$ cat config.mk
export PLATFORM = sky130hd
export DESIGN_NAME = sp_scrambler
export DESIGN_NICKNAME = d
export VERILOG_FILES = /design/src/rtl/sp_scr_pkg.sv /design/src/rtl/sp_sbox_layer.sv /design/src/rtl/sp_perm_layer.sv /design/src/rtl/sp_round.sv /design/src/rtl/sp_core.sv /design/src/rtl/sp_scrambler.sv
export SDC_FILE = /design/constraint.sdc
export NUM_CORES = 1
export LEC_CHECK = 0
export ABC_CLOCK_PERIOD_IN_PS = 800
export CAP_MARGIN = 20
export CORE_MARGIN = 2
export CORE_UTILIZATION = 67
export CTS_BUF_LIST = sky130_fd_sc_hd__clkbuf_4 sky130_fd_sc_hd__clkbuf_8 sky130_fd_sc_hd__clkbuf_16
export DETAILED_ROUTE_END_ITERATION = 12
export DONT_BUFFER_PORTS = 1
export GPL_ROUTABILITY_DRIVEN = 1
export HOLD_SLACK_MARGIN = 0.02
export PLACE_DENSITY_LB_ADDON = 0.3
export RECOVER_POWER = 50
export SYNTH_ARGS = -nofsm -noshare
export SYNTH_HDL_FRONTEND = slang
export SYNTH_SLANG_ARGS = --single-unit
$ cat constraint.sdc
create_clock -name clk_i -period 0.8 [get_ports clk_i]
set_input_delay 0.12 -clock clk_i [delete_from_list [all_inputs] [get_ports clk_i]]
set_output_delay 0.12 -clock clk_i [all_outputs]
set_load 0.02 [all_outputs]
$ cat src/rtl/sp_scr_pkg.sv
package sp_scr_pkg;

  function automatic logic [3:0] sbox_fwd(input logic [3:0] x);
    logic [3:0] y;
    case (x)
      4'h0: y = 4'hc;  4'h1: y = 4'h5;  4'h2: y = 4'h6;  4'h3: y = 4'hb;
      4'h4: y = 4'h9;  4'h5: y = 4'h0;  4'h6: y = 4'ha;  4'h7: y = 4'hd;
      4'h8: y = 4'h3;  4'h9: y = 4'he;  4'ha: y = 4'hf;  4'hb: y = 4'h8;
      4'hc: y = 4'h4;  4'hd: y = 4'h7;  4'he: y = 4'h1;  default: y = 4'h2;
    endcase
    return y;
  endfunction

  function automatic logic [3:0] sbox_inv(input logic [3:0] x);
    logic [3:0] y;
    case (x)
      4'h0: y = 4'h5;  4'h1: y = 4'he;  4'h2: y = 4'hf;  4'h3: y = 4'h8;
      4'h4: y = 4'hc;  4'h5: y = 4'h1;  4'h6: y = 4'h2;  4'h7: y = 4'hd;
      4'h8: y = 4'hb;  4'h9: y = 4'h4;  4'ha: y = 4'h6;  4'hb: y = 4'h3;
      4'hc: y = 4'h0;  4'hd: y = 4'h7;  4'he: y = 4'h9;  default: y = 4'ha;
    endcase
    return y;
  endfunction

endpackage

$ cat src/rtl/sp_sbox_layer.sv
module sp_sbox_layer #(
  parameter int WIDTH   = 16,
  parameter bit INVERSE = 1'b0
) (
  input  logic [WIDTH-1:0] x_i,
  output logic [WIDTH-1:0] y_o
);
  import sp_scr_pkg::*;

  localparam int NIB = WIDTH / 4;
  localparam int REM = WIDTH - 4 * NIB;

  for (genvar n = 0; n < NIB; n++) begin : g_nib
    if (INVERSE) begin : g_inv
      assign y_o[4*n +: 4] = sbox_inv(x_i[4*n +: 4]);
    end else begin : g_fwd
      assign y_o[4*n +: 4] = sbox_fwd(x_i[4*n +: 4]);
    end
  end

  // spare top bits skip substitution
  if (REM > 0) begin : g_rem
    assign y_o[WIDTH-1:4*NIB] = x_i[WIDTH-1:4*NIB];
  end

endmodule

$ cat src/rtl/sp_perm_layer.sv
module sp_perm_layer #(
  parameter int WIDTH   = 16,
  parameter bit INVERSE = 1'b0
) (
  input  logic [WIDTH-1:0] x_i,
  output logic [WIDTH-1:0] y_o
);
  localparam int HALF = WIDTH / 2;

  if (!INVERSE) begin : g_fwd
    logic [WIDTH-1:0] rev;
    always_comb begin
      for (int i = 0; i < WIDTH; i++) rev[i] = x_i[WIDTH-1-i];
    end
    always_comb begin
      y_o = rev;  // odd width: top bit stays
      for (int i = 0; i < HALF; i++) begin
        y_o[i]      = rev[2*i];
        y_o[HALF+i] = rev[2*i+1];
      end
    end
  end else begin : g_inv
    logic [WIDTH-1:0] bfly;
    always_comb begin
      bfly = x_i;
      for (int i = 0; i < HALF; i++) begin
        bfly[2*i]   = x_i[i];
        bfly[2*i+1] = x_i[HALF+i];
      end
    end
    always_comb begin
      for (int i = 0; i < WIDTH; i++) y_o[i] = bfly[WIDTH-1-i];
    end
  end

endmodule

$ cat src/rtl/sp_round.sv
module sp_round #(
  parameter int WIDTH   = 16,
  parameter bit INVERSE = 1'b0
) (
  input  logic [WIDTH-1:0] state_i,
  input  logic [WIDTH-1:0] key_i,
  output logic [WIDTH-1:0] state_o
);
  logic [WIDTH-1:0] mixed;
  logic [WIDTH-1:0] mid;

  assign mixed = state_i ^ key_i;

  if (!INVERSE) begin : g_fwd
    sp_sbox_layer #(.WIDTH(WIDTH), .INVERSE(1'b0)) i_sbox (.x_i(mixed), .y_o(mid));
    sp_perm_layer #(.WIDTH(WIDTH), .INVERSE(1'b0)) i_perm (.x_i(mid),   .y_o(state_o));
  end else begin : g_inv
    sp_perm_layer #(.WIDTH(WIDTH), .INVERSE(1'b1)) i_perm (.x_i(mixed), .y_o(mid));
    sp_sbox_layer #(.WIDTH(WIDTH), .INVERSE(1'b1)) i_sbox (.x_i(mid),   .y_o(state_o));
  end

endmodule

$ cat src/rtl/sp_core.sv
module sp_core #(
  parameter int WIDTH  = 16,
  parameter int ROUNDS = 2
) (
  input  logic             decrypt_i,
  input  logic [WIDTH-1:0] data_i,
  input  logic [WIDTH-1:0] key_i,
  output logic [WIDTH-1:0] data_o
);
  logic [WIDTH-1:0] enc_st [ROUNDS+1];
  logic [WIDTH-1:0] dec_st [ROUNDS+1];

  assign enc_st[0] = data_i;
  assign dec_st[0] = data_i;

  for (genvar r = 0; r < ROUNDS; r++) begin : g_rnd
    sp_round #(.WIDTH(WIDTH), .INVERSE(1'b0)) i_enc (
      .state_i(enc_st[r]), .key_i(key_i), .state_o(enc_st[r+1])
    );
    sp_round #(.WIDTH(WIDTH), .INVERSE(1'b1)) i_dec (
      .state_i(dec_st[r]), .key_i(key_i), .state_o(dec_st[r+1])
    );
  end

  assign data_o = (decrypt_i ? dec_st[ROUNDS] : enc_st[ROUNDS]) ^ key_i;

endmodule

$ cat src/rtl/sp_scrambler.sv
module sp_scrambler #(
  parameter int WIDTH  = 16,
  parameter int ROUNDS = 2
) (
  input  logic             clk_i,
  input  logic             rst_ni,
  input  logic             decrypt_i,
  input  logic [WIDTH-1:0] data_i,
  input  logic [WIDTH-1:0] key_i,
  output logic [WIDTH-1:0] data_o
);
  logic [WIDTH-1:0] core_out;

  sp_core #(.WIDTH(WIDTH), .ROUNDS(ROUNDS)) i_core (
    .decrypt_i(decrypt_i),
    .data_i   (data_i),
    .key_i    (key_i),
    .data_o   (core_out)
  );

  always_ff @(posedge clk_i or negedge rst_ni) begin
    if (!rst_ni) data_o <= '0;
    else         data_o <= core_out;
  end

endmodule

==> results of run 1 <==
[kinds of logic after synthesis]
| kind of cell | after synthesis |
|---|---|
| simple gates | 164 |
| compound gates | 149 |
| buf+inv | 83 |
| xor+xnor | 72 |
| fa+ha+maj | 62 |
| mux | 38 |
| flops | 16 |
[Yosys cell counts, drive strengths merged (13+ instances only)]
library cell,n
ha,60
inv,54
xnor2,49
nand2,33
nor2,33
nor3,25
a21oi,24
o21ai,24
mux2i,23
xor2,23
a211oi,22
nand3,21
buf,17
dfrtp,16
a31oi,13
[metrics by stage]
step	hold slack (ns)	worst slack, ns
floorplan	-0.1756	-2.073
global placement	-0.1753	-1.867
detailed placement	-0.1753	-2.049
==> results.txt, run 1 <==
----------------------------------------------------
[Status]
  Run status ... stopped before the end
  Last stage reached ... clock tree synthesis (4_1_cts)
  Run Error ... [ERROR DPL-0038] Utilization greater than 100%, impossible to legalize

[Yosys]
  Cell taking the most area after synthesis ... ha_1
  Number of synthesized flops with an enable pin ... 0
  #FFs+latches synth ... 16
  Largest family of logic cells by synthesized area ... compound AO/OA/AOI/OAI gates
  Most instantiated flip-flop cell in the synthesis netlist ... dfrtp_1
  Xor and xnor area share after synthesis ... 0.1732
  Post-Synthesis Cells ... 584
  Mux contribution to synthesized area ... 0.09825
  Synthesis warning total ... 0
  Area share of fa/ha/maj cells after synthesis ... 0.1612
  Netlist cell types ... 80
  Portion of the post-synthesis area used by sequential elements ... 0.08362
  Synthesized netlist net count ... between 600 and 700
  Share of the synthesized area in compound gates (AO/OA/AOI/OAI) ... 0.2320
  Top-area cell type share of the netlist area ... 0.1568
  Async set-or-reset flop fraction in the synthesized netlist ... 1.000
  Mean post-synth cell area ... approximately 8.2 µm²
  Mapped cell area ... 4788 µm²
  Synth Area in Simple Gates ... 0.1772
  Cells taking the most area after synthesis ... ha_1 16%, dfrtp_1 8.4%, xnor2_1 6.4%

[Clock tree]
  Hold-fix buffers, CTS ... 11
  Number of H-tree levels ... 1
  Post-CTS Repair Setup Buffers ... 19
  Number of buffers created by CTS ... 3
  Clock tree buffer depth ... 2
  Root buffer cell ... clkbuf_8
  Resize count post-CTS ... 107
  CTS Sinks ... 16

[Place]
  Global placement routability congestion ... 0.9870
  Half-perimeter wire length of the detailed placement result ... roughly 14 mm
  Area of placed instances ... 6362 µm²
  Port Buffer Count ... 0
  Placed insts ... just over 800

[Die]
  Top-Level Pins ... 51
  Horizontal die dimension ... 88.54 µm
  Initial core utilization ... 0.6971
  Vert. Die Dim ... 88.54 µm
  Count of standard-cell rows ... 30

----------------------------------------------------
==> inputs of run 2 (changes only) <==
--- a/config.mk
+++ b/config.mk
@@ -8,13 +8,11 @@
 export ABC_CLOCK_PERIOD_IN_PS = 800
 export CAP_MARGIN = 20
 export CORE_MARGIN = 2
-export CORE_UTILIZATION = 67
-export CTS_BUF_LIST = sky130_fd_sc_hd__clkbuf_4 sky130_fd_sc_hd__clkbuf_8 sky130_fd_sc_hd__clkbuf_16
+export CORE_UTILIZATION = 40
 export DETAILED_ROUTE_END_ITERATION = 12
 export DONT_BUFFER_PORTS = 1
 export GPL_ROUTABILITY_DRIVEN = 1
-export HOLD_SLACK_MARGIN = 0.02
-export PLACE_DENSITY_LB_ADDON = 0.3
+export PLACE_DENSITY_LB_ADDON = 0.15
 export RECOVER_POWER = 50
 export SYNTH_ARGS = -nofsm -noshare
 export SYNTH_HDL_FRONTEND = slang
==> run 2 against run 1 <==
The flow now finishes, with violations (negative hold slack, negative setup slack). Synthesized cell count stayed put. Synthesized area did not move.
==> results.txt, run 2 <==
----------------------------------------------------
[Place]
  Global placement routability congestion ... 0.9293 (was 0.9870)
  Pre-CTS WS ... -1.973 ns (was -2.049 ns)
  Placed insts ... 865 (was 808)
  Port Buffer Count ... 0 (unchanged)
  Area of placed instances ... 6496 µm² (was 6362 µm²)
  Half-perimeter wire length of the detailed placement result ... 12.34 mm (was 14.41 mm)

[Yosys]
  Synthesis warning total ... 0 (unchanged)
  Most repeated cell in the gate-level netlist after synthesis ... ha_1 (unchanged)
  Mapped cell area ... 4788 µm² (unchanged)
  #FFs+latches synth ... 16 (unchanged)
  Cell taking the most area after synthesis ... ha_1 (unchanged)
  Most instantiated flip-flop cell in the synthesis netlist ... dfrtp_1 (unchanged)
  Top-area cell type share of the netlist area ... 0.1568 (unchanged)
  Async set-or-reset flop fraction in the synthesized netlist ... 1.000 (unchanged)
  Netlist cell types ... 80 (unchanged)
  Number of synthesized flops with an enable pin ... 0 (unchanged)
  Post-Synthesis Cells ... 584 (unchanged)
  Synthesized netlist net count ... 679 (unchanged)
  Most instantiated cells after synthesis ... 60 x ha_1, 48 x inv_1, 35 x xnor2_1 (unchanged)
  Cells taking the most area after synthesis ... ha_1 16%, dfrtp_1 8.4%, xnor2_1 6.4% (unchanged)
  Mean post-synth cell area ... 8.199 µm² (unchanged)
  Portion of the post-synthesis area used by sequential elements ... 0.08362 (unchanged)

[Worst setup path]
  CP Launch Point ... key_i[3]
  Endpoint required time on the critical path ... 0.98 ns
  Cells along the critical path ... xnor2_4 -> clkinv_4 -> ha_4 -> mux4_2 -> xor2_4 -> inv_2 -> ha_4 -> buf_4 -> buf_6 -> a211oi_2 -> a211oi_2 -> or4_1 -> nand4_1
  Crit end category ... flop
  Critical path launch point type ... primary input
  Library cell contributing the largest single delay on the critical path ... mux4_2
  Buf/Inv on CP ... 4
  CP Capture Point ... data_o[14]$_DFF_PN0_
  Top delay family on crit path ... multiplexers
  CP arrival ... between 2 and 3 ns
  Logic depth of the worst setup path including buffers ... 13
  Worst Path Class, Setup ... in2reg
  Stage delay of the slowest cell on the critical path ... 0.53 ns
  Maximum fanout count along the critical path ... 4

[Cells and area]
  # diodes ... 0
  Layout area overhead ... 54.32%
  Reg with most FFs ... data_o
  Fraction of layout cells with a size suffix above 1 ... 0.4934
  Largest registers ... data_o (16)
  Post-route non-filler standard cell count ... 897
  Fin area ... 7390 µm²
  Top library cells by usage in the layout, fill and taps aside ... 175 x buf_4, 33 x ha_1, 32 x nand2_1
  Area used by multi-input combinational logic ... 4950 µm²
  Fillcell total ... 948
  Most common cell after layout, fill and taps aside ... buf_4
  Total number of nets in the final design ... 850
  Sequential cell area ... around 420 µm²
  Number of flip-flops in the largest register ... 16

[Clock tree]
  Clock tree buffer depth ... 2 (unchanged)
  CTS Sinks ... 16 (unchanged)
  TritonCTS clock tree ... built
  Number of buffers created by CTS ... 3 (unchanged)
  Number of H-tree levels ... 1 (unchanged)
  Worst-path clk slew ... around 0.05 ns
  Root buffer cell ... clkbuf_16 (was clkbuf_8)

[Die]
  Horizontal die dimension ... 113.4 µm (was 88.54 µm)
  Top-Level Pins ... 51 (unchanged)
  Full die area ... 12,860 µm²
  Vert. Die Dim ... 113.4 µm (was 88.54 µm)
  Core region area ... approximately 12,000 µm²
  Count of standard-cell rows ... 39 (was 30)
  Initial core utilization ... 0.4140 (was 0.6971)

[Drt]
  Number of DRC violations after detailed-routing iteration 0 ... ~410
  Vias after detailed routing ... 5,123
  Wire length per cell after detailed routing ... approximately 18 µm
  Number of design rule violations left after detail routing ... 0
  Avg Vias per Cell ... about 5.7
  Post-route antenna net violation count ... 0
  Total wirelength of the detailed-routed design ... between 15 and 20 mm
  Count of TritonRoute iterations in the first routing pass ... 5

[GRT]
  GRT Resource Usage Total ... 0.2451
  Via count of the first global-routing pass ... between 5,000 and 6,000
  Global-route wire length before repair ... 25.85 mm
  Initial antenna violation count ... 0
  Remaining global-route overflow ... 0
  Maximum number of pins on one net before global-route repair ... 29

[Timing]
  Remaining max-slew budget at the tightest pin ... 0.3740
  Count of final max-slew check failures ... 0
  Setup repair after global routing missed its margin ... yes
  Min Tclk post-route ... 2.527 ns
  Minimum hold slack ... -0.007156 ns
  # setup viols final ... 32
  Peak Freq ... 395.8 MHz
  Final total negative setup slack ... -24.15 ns
  Tcrit/Tclk final ... 3.158
  Smallest setup slack after layout ... -1.727 ns
  Measured slew at the worst slew-check pin ... 0.9389 ns
  Total count of hold-check failures in the final report ... 12

[Pwr]
  Internal power of the cells ... between 8000 and 9000 µW
  Switching Power ... 6885 µW
  Clock network fraction of design power ... 0.072
  Proportion of power drawn by combinational gates ... 0.801
  Power per unit of standard cell area ... 2055 nW/µm²
  Sw frac ... 0.4533
  Register share of total power ... 0.127
  IR drop worst, VDD ... approximately 740 µV
  Static Leak ... 0.003124 µW

[Flow run]
  Number of violations of the max-capacitance limit ... 0

[Worst hold path]
  Min-Delay Path Class ... in2async

[Status]
  Violations in the final reports ... negative hold slack, negative setup slack
  Run status ... finished with violations (was stopped before the end)

----------------------------------------------------
-- run 2: cell counts after synthesis --
Identical to the previous run, type by type.
-- run 2: logic make-up after synthesis --
| family | after synthesis | synth area share |
|---|---|---|
| AOI/OAI and AO/OA | 149 | 0.2320 |
| xor gates and xnor gates | 72 | 0.1732 |
| adders and majority gates | 62 | 0.1612 |
| buffers and inverters | 83 | 0.07447 |
| DFF | 16 | 0.08362 |
| muxes | 38 | 0.09825 |
| and+or+nand+nor | 164 | 0.1772 |
-- run 2: repair_timing --
item                                    CTS  global route
hold buffers                             11             0
gates resized for setup                  88            40
buffers inserted                         16             5
hold endpoints to repair                 26             0
pin swaps                                51            38
endpoints found under the setup margin   32            48
-- run 2: worst min-delay path by stage --
| stage | from | to | slack (ns) | depth (start not counted) |
|---|---|---|---|---|
| 2_1_floorplan | rst_ni | data_o[0]$_DFF_PN0_ | -0.18 | 0 |
| 3_3_place_gp | rst_ni | data_o[9]$_DFF_PN0_ | -0.18 | 0 |
| 3_5_place_dp | rst_ni | data_o[8]$_DFF_PN0_ | -0.18 | 0 |
| 4_1_cts | decrypt_i | data_o[14]$_DFF_PN0_ | 0.06 | 2 |
| 5_1_grt | decrypt_i | data_o[14]$_DFF_PN0_ | 0.06 | 2 |
| 6_report | rst_ni | data_o[8]$_DFF_PN0_ | -0.007 | 1 |
-- run 2: area by class of cell --
| type | instances | area share |
|---|---|---|
| clock buffers | 4 | 0.01202 |
| inverters | 55 | 0.03132 |
| multi-input cells | 485 | 0.6698 |
| flip-flops and latches | 16 | 0.05621 |
| well taps | 143 | 0.02421 |
| repair buffers | 194 | 0.2064 |
-- run 2: power groups by stage --
stage | sequential [µW] | clock [µW] | combinational (µW)
after floorplan | 1820 | 0 | 6410
after global placement | 1900 | 0 | 9840
after detailed placement | 1900 | 0 | 10000
after CTS | 1920 | 1110 | 11400
after global routing | 1980 | 1130 | 13200
final | 1930 | 1090 | 12200
-- run 2: metal layers --
| metal | vias up | track usage | part of all wire | wire length [µm] |
|---|---|---|---|---|
| li1 | 2478 | - | - | - |
| met1 | 2507 | 0.3472 | 0.47 | 7421 |
| met2 | 126 | 0.4208 | 0.48 | 7630 |
| met3 | 12 | 0.01913 | 0.037 | 578 |
| met4 | 0 | 0.03089 | 0.0071 | 112 |
| met5 | - | 0 | 0 | 0 |
-- run 2: metrics by stage --
step                        util  total power [µW]
after floorplan                -              8229
after global placement    0.5617             11740
after detailed placement  0.5617             11940
after CTS                 0.6243             14380
after global routing      0.6390             16300
final                     0.6390             15190
No activity file was read; power rests on OpenSTA's default activity.
